[src/rtl/smb_pkg.sv]
package smb_pkg;
  localparam int unsigned REG_AW = 3;
  localparam int unsigned ST_W   = 4;

  localparam logic [REG_AW-1:0] OFS_CTRL  = 3'd0;
  localparam logic [REG_AW-1:0] OFS_TADDR = 3'd1;
  localparam logic [REG_AW-1:0] OFS_CMD   = 3'd2;
  localparam logic [REG_AW-1:0] OFS_WDATA = 3'd3;
  localparam logic [REG_AW-1:0] OFS_RDATA = 3'd4;
  localparam logic [REG_AW-1:0] OFS_STAT  = 3'd5;
  localparam logic [REG_AW-1:0] OFS_MASK  = 3'd6;

  localparam int unsigned ST_CLIENT = 0;
  localparam int unsigned ST_WDONE  = 1;
  localparam int unsigned ST_RDONE  = 2;
  localparam int unsigned ST_NACK   = 3;

  localparam logic [ST_W-1:0] MASK_RST = 4'b0001;

  typedef enum logic [1:0] {
    PH_IDLE,
    PH_START,
    PH_BYTE,
    PH_STOP
  } smb_phase_e;
endpackage

[src/rtl/smb_sync.sv]
module smb_sync #(
  parameter int unsigned STAGES  = 2,
  parameter logic        RST_VAL = 1'b0
) (
  input  logic clk,
  input  logic rst,
  input  logic d,
  output logic q
);
  logic [STAGES-1:0] chain;

  always_ff @(posedge clk) begin
    if (rst) chain <= {STAGES{RST_VAL}};
    else     chain <= {chain[STAGES-2:0], d};
  end

  assign q = chain[STAGES-1];
endmodule

[src/rtl/smb_quarter_tick.sv]
module smb_quarter_tick #(
  parameter int unsigned QDIV = 62
) (
  input  logic clk,
  input  logic rst,
  output logic tick
);
  localparam int unsigned CW = $clog2(QDIV + 1);
  localparam logic [CW-1:0] LAST = CW'(QDIV - 1);

  logic [CW-1:0] cnt;

  always_ff @(posedge clk) begin
    if (rst) begin
      cnt  <= '0;
      tick <= 1'b0;
    end else begin
      tick <= (cnt == LAST);
      cnt  <= (cnt == LAST) ? '0 : cnt + 1'b1;
    end
  end
endmodule

[src/rtl/smb_bit_engine.sv]
module smb_bit_engine
  import smb_pkg::*;
#(
  parameter int unsigned AW = 7,
  parameter int unsigned DW = 8
) (
  input  logic          clk,
  input  logic          rst,
  input  logic          tick,
  input  logic          start,
  input  logic          start_rd,
  input  logic [AW-1:0] tgt_addr,
  input  logic [DW-1:0] cmd,
  input  logic [DW-1:0] wdata,
  input  logic          sda_s,
  output logic          busy,
  output logic          scl_oe,
  output logic          sda_oe,
  output logic          done,
  output logic          done_rd,
  output logic          done_nack,
  output logic [DW-1:0] rx_byte
);
  localparam int unsigned BW = $clog2(DW + 1);
  localparam logic [BW-1:0] ACK_SLOT = BW'(DW);

  smb_phase_e     ph;
  logic [1:0]     q;
  logic [BW-1:0]  bitn;
  logic [1:0]     bidx;
  logic [DW-1:0]  shreg;
  logic           samp;
  logic           rd_q, nack_q, first_q;
  logic [AW-1:0]  a_q;
  logic [DW-1:0]  c_q, d_q;
  logic           scl_low, sda_low;

  assign busy = (ph != PH_IDLE);

  always_ff @(posedge clk) begin
    if (rst) begin
      ph        <= PH_IDLE;
      q         <= '0;
      bitn      <= '0;
      bidx      <= '0;
      shreg     <= '0;
      samp      <= 1'b1;
      rd_q      <= 1'b0;
      nack_q    <= 1'b0;
      first_q   <= 1'b0;
      a_q       <= '0;
      c_q       <= '0;
      d_q       <= '0;
      done      <= 1'b0;
      done_rd   <= 1'b0;
      done_nack <= 1'b0;
      rx_byte   <= '0;
    end else begin
      done <= 1'b0;
      case (ph)
        PH_IDLE: begin
          if (start) begin
            ph      <= PH_START;
            q       <= '0;
            first_q <= 1'b1;
            bidx    <= '0;
            rd_q    <= start_rd;
            nack_q  <= 1'b0;
            a_q     <= tgt_addr;
            c_q     <= cmd;
            d_q     <= wdata;
          end
        end
        PH_START: begin
          if (tick) begin
            if (q == 2'd3) begin
              ph    <= PH_BYTE;
              q     <= '0;
              bitn  <= '0;
              shreg <= {a_q, (bidx != 2'd0)};
            end else begin
              q <= q + 2'd1;
            end
          end
        end
        PH_BYTE: begin
          if (tick) begin
            q <= q + 2'd1;
            if (q == 2'd2) samp <= sda_s;
            if (q == 2'd3) begin
              if (bitn != ACK_SLOT) begin
                shreg <= {shreg[DW-2:0], samp};
                bitn  <= bitn + 1'b1;
              end else begin
                bitn <= '0;
                if (bidx != 2'd3 && samp) begin
                  nack_q <= 1'b1;
                  ph     <= PH_STOP;
                end else begin
                  case (bidx)
                    2'd0: begin
                      bidx  <= 2'd1;
                      shreg <= c_q;
                    end
                    2'd1: begin
                      bidx <= 2'd2;
                      if (rd_q) begin
                        ph      <= PH_START;
                        first_q <= 1'b0;
                      end else begin
                        shreg <= d_q;
                      end
                    end
                    2'd2: begin
                      if (rd_q) begin
                        bidx  <= 2'd3;
                        shreg <= '1;
                      end else begin
                        ph <= PH_STOP;
                      end
                    end
                    default: begin
                      rx_byte <= shreg;
                      ph      <= PH_STOP;
                    end
                  endcase
                end
              end
            end
          end
        end
        default: begin
          if (tick) begin
            if (q == 2'd3) begin
              ph        <= PH_IDLE;
              q         <= '0;
              done      <= 1'b1;
              done_rd   <= rd_q;
              done_nack <= nack_q;
            end else begin
              q <= q + 2'd1;
            end
          end
        end
      endcase
    end
  end

  always_comb begin
    scl_low = 1'b0;
    sda_low = 1'b0;
    case (ph)
      PH_START: begin
        scl_low = (q == 2'd0) ? !first_q : (q == 2'd3);
        sda_low = (q >= 2'd2);
      end
      PH_BYTE: begin
        scl_low = (q == 2'd0) || (q == 2'd3);
        sda_low = (bitn != ACK_SLOT) && (bidx != 2'd3) && !shreg[DW-1];
      end
      PH_STOP: begin
        scl_low = (q == 2'd0);
        sda_low = (q <= 2'd1);
      end
      default: begin
        scl_low = 1'b0;
        sda_low = 1'b0;
      end
    endcase
  end

  always_ff @(posedge clk) begin
    if (rst) begin
      scl_oe <= 1'b0;
      sda_oe <= 1'b0;
    end else begin
      scl_oe <= scl_low;
      sda_oe <= sda_low;
    end
  end
endmodule

[src/rtl/smb_irq_ctrl.sv]
module smb_irq_ctrl
  import smb_pkg::*;
(
  input  logic            clk,
  input  logic            rst,
  input  logic            client_lvl,
  input  logic            done,
  input  logic            done_rd,
  input  logic            done_nack,
  input  logic            clr_en,
  input  logic [ST_W-1:0] clr_bits,
  input  logic            mask_we,
  input  logic [ST_W-1:0] mask_wdata,
  output logic [ST_W-1:0] status,
  output logic [ST_W-1:0] mask,
  output logic            irq_out
);
  logic            client_prev;
  logic [ST_W-1:0] set_bits;
  logic [ST_W-1:0] clr_vec;

  always_comb begin
    set_bits            = '0;
    set_bits[ST_CLIENT] = client_lvl && !client_prev;
    set_bits[ST_WDONE]  = done && !done_rd;
    set_bits[ST_RDONE]  = done && done_rd;
    set_bits[ST_NACK]   = done && done_nack;
    clr_vec             = clr_en ? clr_bits : '0;
  end

  always_ff @(posedge clk) begin
    if (rst) begin
      client_prev <= 1'b0;
      status      <= '0;
      mask        <= MASK_RST;
      irq_out     <= 1'b0;
    end else begin
      client_prev <= client_lvl;
      status      <= (status & ~clr_vec) | set_bits;
      if (mask_we) mask <= mask_wdata;
      irq_out     <= |(status & ~mask);
    end
  end
endmodule

[src/rtl/smbus_bytemaster.sv]
module smbus_bytemaster
  import smb_pkg::*;
#(
  parameter int unsigned QUARTER_DIV = 62,
  parameter int unsigned SYNC_STAGES = 2
) (
  input  logic              clk,
  input  logic              rst,
  input  logic              bus_wr,
  input  logic [REG_AW-1:0] bus_addr,
  input  logic [7:0]        bus_wdata,
  output logic [7:0]        bus_rdata,
  output logic              scl_oe,
  output logic              sda_oe,
  input  logic              sda_in,
  input  logic              client_irq_in,
  output logic              irq_out
);
  logic [6:0]      taddr_q;
  logic [7:0]      cmd_q, wdat_q, rx_q;
  logic [ST_W-1:0] st_q, mask_q;
  logic            tick, sda_s, client_s;
  logic            eng_busy, eng_done, eng_done_rd, eng_done_nack;
  logic            start_req;

  assign start_req = bus_wr && (bus_addr == OFS_CTRL) && !eng_busy && (|bus_wdata[1:0]);

  always_ff @(posedge clk) begin
    if (rst) begin
      taddr_q <= '0;
      cmd_q   <= '0;
      wdat_q  <= '0;
    end else if (bus_wr) begin
      case (bus_addr)
        OFS_TADDR: taddr_q <= bus_wdata[6:0];
        OFS_CMD:   cmd_q   <= bus_wdata;
        OFS_WDATA: wdat_q  <= bus_wdata;
        default: ;
      endcase
    end
  end

  always_ff @(posedge clk) begin
    if (rst) begin
      bus_rdata <= '0;
    end else begin
      case (bus_addr)
        OFS_CTRL:  bus_rdata <= {eng_busy, 7'd0};
        OFS_TADDR: bus_rdata <= {1'b0, taddr_q};
        OFS_CMD:   bus_rdata <= cmd_q;
        OFS_WDATA: bus_rdata <= wdat_q;
        OFS_RDATA: bus_rdata <= rx_q;
        OFS_STAT:  bus_rdata <= {{(8-ST_W){1'b0}}, st_q};
        OFS_MASK:  bus_rdata <= {{(8-ST_W){1'b0}}, mask_q};
        default:   bus_rdata <= '0;
      endcase
    end
  end

  smb_sync #(.STAGES(SYNC_STAGES), .RST_VAL(1'b1)) u_sda_sync (
    .clk(clk), .rst(rst), .d(sda_in), .q(sda_s)
  );

  smb_sync #(.STAGES(SYNC_STAGES), .RST_VAL(1'b0)) u_cli_sync (
    .clk(clk), .rst(rst), .d(client_irq_in), .q(client_s)
  );

  smb_quarter_tick #(.QDIV(QUARTER_DIV)) u_tick (
    .clk(clk), .rst(rst), .tick(tick)
  );

  smb_bit_engine #(.AW(7), .DW(8)) u_eng (
    .clk(clk), .rst(rst), .tick(tick),
    .start(start_req), .start_rd(!bus_wdata[0]),
    .tgt_addr(taddr_q), .cmd(cmd_q), .wdata(wdat_q),
    .sda_s(sda_s), .busy(eng_busy),
    .scl_oe(scl_oe), .sda_oe(sda_oe),
    .done(eng_done), .done_rd(eng_done_rd), .done_nack(eng_done_nack),
    .rx_byte(rx_q)
  );

  smb_irq_ctrl u_irq (
    .clk(clk), .rst(rst), .client_lvl(client_s),
    .done(eng_done), .done_rd(eng_done_rd), .done_nack(eng_done_nack),
    .clr_en(bus_wr && (bus_addr == OFS_STAT)), .clr_bits(bus_wdata[ST_W-1:0]),
    .mask_we(bus_wr && (bus_addr == OFS_MASK)), .mask_wdata(bus_wdata[ST_W-1:0]),
    .status(st_q), .mask(mask_q), .irq_out(irq_out)
  );
endmodule

[config.mk]
export PLATFORM = sky130hd
export DESIGN_NAME = smbus_bytemaster
export DESIGN_NICKNAME = d
export VERILOG_FILES = /design/src/rtl/smb_pkg.sv /design/src/rtl/smb_sync.sv /design/src/rtl/smb_quarter_tick.sv /design/src/rtl/smb_bit_engine.sv /design/src/rtl/smb_irq_ctrl.sv /design/src/rtl/smbus_bytemaster.sv
export SDC_FILE = /design/constraint.sdc
export NUM_CORES = 1
export LEC_CHECK = 0
export ABC_AREA = 1
export BUFFER_PORTS_ARGS = -buffer_cell sky130_fd_sc_hd__buf_2
export CAP_MARGIN = 10
export CORE_UTILIZATION = 50
export CTS_BUF_LIST = sky130_fd_sc_hd__clkbuf_4
export CTS_CLUSTER_DIAMETER = 40
export DETAILED_ROUTE_END_ITERATION = 12
export PLACE_DENSITY = 0.72
export SKIP_LAST_GASP = 1
export SLEW_MARGIN = 20
export SYNTH_ARGS = -nofsm -noshare
export SYNTH_HDL_FRONTEND = slang
export SYNTH_SLANG_ARGS = --single-unit
[constraint.sdc]
create_clock -name clk -period 5.2 [get_ports clk]
set_input_delay 0.78 -clock clk [delete_from_list [all_inputs] [get_ports clk]]
set_output_delay 0.78 -clock clk [all_outputs]
set_load 0.02 [all_outputs]
### Word level (Yosys, flattened, before mapping)

Cells that the tools add are included.

| word-level totals | value |
|---|---|
| register bits after elaboration | 110 |
| latch bits | 0 |
| memory bits (writable) | 0 |
| ROM bits | 0 |
| bits of input ports | 16 |
| output and inout bits | 11 |
| logic and storage cells | 190 |
| memories | 0 |

| cells by class | value |
|---|---|
| add/subtract/negate cells | 3 |
| multiply operators | 0 |
| div/mod/pow operators | 0 |
| order comparisons | 2 |
| eq/ne operators | 35 |
| shifts and indexed selects | 0 |
| mux-type cells | 61 |
| bitwise logic cells | 10 |
| reduce and logical (&&, ||, !) cells | 49 |

Operators with widths:

| operator | count |
|---|---|
| 8-bit 2-to-1 mux | 8 |
| 8-bit case mux with 7 select lines | 1 |
| 2-bit 2-to-1 mux | 20 |
| 4-bit 2-to-1 mux | 6 |
| 8-bit case mux with 3 select lines | 1 |
| 2-bit case mux with 3 select lines | 3 |
| 4-bit inequality test, second input constant | 4 |
| 8-bit case mux with 2 select lines | 1 |
| 8-bit AND reduction | 2 |
| 1-bit 2-to-1 mux | 14 |
| 2-bit inequality test, second input constant | 7 |
| 1-bit logical AND | 12 |
| 6-bit AND reduction | 2 |
| 2-bit nonzero test | 6 |
| 11-bit AND reduction | 1 |
| 2-bit == test, second input constant | 5 |
| 3-bit == test, second input constant | 3 |
| 3-bit AND reduction | 3 |
| 9-bit AND reduction | 1 |
| 4-bit AND | 2 |
| 2-bit by 1-bit inequality test with 1-bit output, second input constant | 4 |
| 4-bit by 2-bit inequality test with 1-bit output, second input constant | 2 |
| 4-bit inverter | 2 |
| 2-bit case mux with 2 select lines | 2 |
| 27 further kinds | 48 |

### Depth between registers and ports, before layout

| depth | value |
|---|---|
| depth in word-level cells | 7 |
| depth in mapped cells | 11 |
| mapped depth without buffers | 11 |

### Hierarchy

From an unflattened synthesis, not the netlist that was laid out.

| unflattened totals | value |
|---|---|
| cells, all modules | 754 |
| area total of the unflattened synthesis | 5,350.1 sq um |

Modules (own cells, without submodules):

| module | times used | cells each | area an instance (sq um) | sequential area each (sq um) |
|---|---|---|---|---|
| smb_bit_engine | 1 | 449 | 3,034.2 | 1,161.1 |
| smbus_bytemaster | 1 | 208 | 1,501.4 | 620.6 |
| smb_irq_ctrl | 1 | 51 | 404.1 | 200.2 |
| smb_quarter_tick | 1 | 33 | 296.5 | 140.1 |
| smb_sync (u_sda_sync) | 1 | 7 | 58.8 | 40.0 |
| smb_sync (u_cli_sync) | 1 | 6 | 55.1 | 40.0 |

### Worst setup path after synthesis

Ideal clock, no wire load.

| timing | value |
|---|---|
| path type | input port to flip-flop |
| start point | input port bus_addr[2] |
| end point | register cmd_q[4] |
| arrival | 1.747 ns |
| required time | 5.081 ns |
| setup slack | 3.333 ns |
| stages on the path | 7 |
| buffers on the path | 1 |
| cell sequence | buf_2 -> nor3_2 -> inv_2 -> nor2_4 -> inv_2 -> o21ai_0 -> a21oi_1 |

| between the ends | value |
|---|---|
| word-level cells in the longest chain between the ends | 2 |

Ends and longest elaborated chain:

| what | RTL line | text |
|---|---|---|
| from (decl) | smbus_bytemaster.sv:10 | `input logic [REG_AW-1:0] bus_addr,` |
| 3-bit by 2-bit == test with 1-bit output | smbus_bytemaster.sv:34 | `case (bus_addr)` |
| 2-bit AND reduction (no source line) | -- |  |
| to (signal assigned) | smbus_bytemaster.sv:36 | `OFS_CMD: cmd_q <= bus_wdata;` |
| to (decl) | smbus_bytemaster.sv:20 | `logic [7:0] cmd_q, wdat_q, rx_q;` |

No other way between the ends.
A chain may end at the register's enable or synchronous reset.

### Worst setup path in the final report

| timing | value |
|---|---|
| start point | register u_eng.ph[0] |
| end point | register u_eng.d_q[0] |

| between the ends | value |
|---|---|
| word-level cells in the longest chain between the ends | 5 |
| elaborated cells between the ends (all ways) | 6 |
| classes of those cells | 6 x reduce/logical |

Ends and longest elaborated chain:

| what | RTL line | text |
|---|---|---|
| from (decl) | smb_bit_engine.sv:27 | `smb_phase_e ph;` |
| from (signal assigned) | smb_bit_engine.sv:42 | `ph <= PH_IDLE;` |
| from (signal assigned) | smb_bit_engine.sv:63 | `ph <= PH_START;` |
| from (signal assigned) | smb_bit_engine.sv:77 | `ph <= PH_BYTE;` |
| 2-bit nonzero test | smb_bit_engine.sv:38 | `assign busy = (ph != PH_IDLE);` |
| 1-bit logical NOT | smbus_bytemaster.sv:26 | `assign start_req = bus_wr && (bus_addr == OFS_CTRL) && !eng_busy && (\|bus_wdata[1:0]);` |
| 1-bit logical AND (2 in a row) | smbus_bytemaster.sv:26 |  |
| 2-bit AND reduction (no source line) * | -- |  |
| to (signal assigned) | smb_bit_engine.sv:71 | `d_q <= wdata;` |
| to (decl) | smb_bit_engine.sv:35 | `logic [DW-1:0] c_q, d_q;` |

Mark *: on every way between the ends. The rest lies on a longest branch, timed or not.

==> impl_metrics.ini <==
[final_layout]
fin_area_sq_mm = 0.005284
layout-drive-gt1-share = 0.1230
final_net_count = 715
area_delta_synth_final_pct = 6.453
fillers = 893
n_antenna_cell = 0

[cts]
postCtsSetupBuffers = 0
clkTransAtPathRegs_ns = 0.16
holdBufCountCts = 0
ctsResizeCount = 0
clock_sink_count = 110
insertion_delay_ns = 0.45
cts.htree.levels = 3
cts_tree = yes
clockBufferDepth = 2
cts_buffers = 9
cts_root_buffer = clkbuf_4

[sta]
fin_skew_ns = 0.01925
finalSetupViolations = 0
max_freq_mhz = 433.5
hold_viol_final = 0
slew_violations = 0
fin_crit_ns = 2.307
timing.slew.headroom = 0.5129
finalCritPeriodShare = 0.4437
setup_tns_ns = 0
whs_ns = 0.4156
worst_pin_slew_ns = 0.7289
rsz0062_at_grt = false

[detailed_routing]
avgViaCountPerCell = 5.216
detail_route.wl_per_cell_microns = 13.56
wirelength_mm = 11.12
drcViolationCount = 0
initialDrtViolationCount = 409
via_count = 4277
drt_first_pass_iters = 5
ant_nets = 0

[die]
die-area_sq_mm = 0.01033
die_width_microns = 101.6
ios = 27
core_sq_mm = 0.009415
rows = 35
dieHeight_microns = 101.6
start_util = 0.5272

[worst_hold_path]
hold_class = flop to flop
min_path_cells = 2
hold_start = u_cli_sync.chain[0]$_SDFF_PP0_
holdPathEnd = u_cli_sync.chain[1]$_SDFF_PP0_

[global_route]
first_global_vias = 3827
grt_overflow_total = 0
antenna_found_initial = 0
grt_pass1_wl_mm = 18.49
gr-usage-all-layers = 0.2314
grt_max_degree = 55

[run]
drv_cap = 0

[setup_path]
worst_ep_required_time_ns = 5.53
rrSetupSlack_ns = 2.89
reg2reg_from = u_eng.ph[0]$_SDFFE_PP0P_
crit_fanout = 30
crit_type = flop to flop
worstPathArrival_ns = 2.64
startpoint = u_eng.ph[0]$_SDFFE_PP0P_
cp-end-kind = flop
reg2reg_depth = 7
reg2reg_to = u_eng.d_q[0]$_SDFFE_PP0P_
worstSetupStartpointType = flop

[synthesis]
synth_nets = 701
synth_cells = 672
yosysSeqAreaShare = 0.4437
avgSynthCellArea_sq_um = 7.386
synth_cell_type_count = 33
syn-cell-area_sq_mm = 0.004964
synth-warning-count = 0
synth-seq-cells = 110

[placed_design]
placed_area_sq_mm = 0.005139
dp.final_hpwl_mm = 8.194
io_buffers = 26
gp_congestion = 0.9141

[power_and_ir_drop]
p_per_area_mw_per_mm2 = 269.5
p_leak_nw = 2.139
peakVddDrop_v = 0.0002068
finalPower_mw = 1.424

[run_status]
status = completed
-- cell usage after synthesis --
cell,instances,area [sq um]
a21oi_1,73,365.4
a21oi_2,9,78.83
a221oi_1,1,8.760
a311oi_1,1,8.760
a31oi_1,2,12.51
buf_2,10,50.05
buf_6,2,22.52
buf_8,1,15.01
clkbuf_1,12,45.04
dfxtp_1,110,2202
ha_1,13,162.7
inv_1,70,262.8
inv_2,9,33.78
nand2_1,112,420.4
nand2_2,4,25.02
nand2_4,1,11.26
nand3_1,31,155.2
nand3_2,4,40.04
nand4_1,4,25.02
nor2_1,86,322.8
nor2_2,5,31.28
nor2_4,2,22.52
nor2_8,3,60.06
nor3_1,4,20.02
nor3_2,1,10.01
nor3b_1,4,30.03
o21ai_0,75,375.4
o21ai_1,3,15.01
o22ai_1,14,87.58
o31ai_1,1,7.510
or2_2,3,18.77
xnor2_1,1,8.760
xor2_1,1,8.760
-- worst max path at each step --
stage,to
after floorplan,cmd_q[4]$_SDFFE_PP0P_
after global placement,u_tick.cnt[5]$_SDFF_PP0_
after detailed placement,u_tick.cnt[5]$_SDFF_PP0_
after CTS,u_eng.d_q[0]$_SDFFE_PP0P_
after global routing,u_eng.d_q[2]$_SDFFE_PP0P_
final,u_eng.d_q[0]$_SDFFE_PP0P_
-- layout by cell type (no fill, tap or decap), types with 2 or more instances in the layout --
master      n
o22ai_1    14
buf_4       2
nor2_4      2
ha_1       13
inv_1      69
nor2_2      5
nand3_2     4
nand2_2     4
a21oi_1    73
nor2_1     86
nor3_1      4
nor3b_1     4
a21oi_2     9
o21ai_1     3
inv_2       9
nor2_8      3
buf_2      26
clkinv_4    2
nand3_1    31
dfxtp_1   110
a31oi_1     2
or2_2       3
clkbuf_4   10
nand2_1   112
o21ai_0    75
nand4_1     4
-- metal layers --
metal  GRT usage  share of wire
met1      0.3305           0.50
met2      0.3550           0.44
met3     0.04210          0.045
met4     0.06912          0.015
met5           0              0
-- through the flow --
step / setup slack [ns] / util / instances
finish: 2.893 / 0.5612 / 820
global route: 2.621 / 0.5612 / 820
CTS: 2.903 / 0.5612 / 820
detailed placement: 2.573 / 0.5458 / 804
global placement: 2.001 / 0.5456 / 804
floorplan: 3.333 / - / 672
-- state kept, by name (all words and copies together), names as in the netlist, 2 cells and up --
signal            count
u_eng.c_q             8
u_eng.ph              2
u_eng.shreg           8
u_irq.mask            4
cmd_q                 8
u_eng.d_q             8
u_tick.cnt            6
u_cli_sync.chain      2
u_eng.bitn            4
u_eng.q               2
wdat_q                8
u_eng.bidx            2
u_sda_sync.chain      2
u_irq.status          4
u_eng.a_q             7
taddr_q               7
u_eng.rx_byte         8
bus_rdata             8
-- final cells by class --
class	count	area [sq um]	area share
multi-input combinational	458	2332	0.4414
sequential	110	2202	0.4168
inverter	79	297.8	0.05636
tap	129	161.4	0.03055
timing repair buffer	28	145.1	0.02747
clock buffer	10	75.07	0.01421
clock inverter	6	70.07	0.01326
-- power breakdown --
group,leakage [nW],total [mW],switching (mW),internal (mW)
logic,1.17,0.112,0.0765,0.0354
registers,0.892,0.875,0.0118,0.863
clock network,0.0761,0.437,0.281,0.156
-- kinds of logic (layout without fill, tap and decap cells) --
group	after synthesis	after routing	synth area share
compound gates	179	179	0.1933
xor+xnor	2	2	0.003530
fa+ha+maj	13	13	0.03277
buf+inv	104	123	0.08646
flops	110	110	0.4437
simple gates	264	264	0.2402
-- critical path, cell delays in order (launching register included) --
cell and delay [ns]:
dfxtp_1 0.66, nor2_2 0.15, inv_2 0.10, nor2_1 0.04
nand2_1 0.55, inv_2 0.36, o21ai_0 0.26, a21oi_1 0.06
Note: power is estimated with default switching activity, not from simulation.
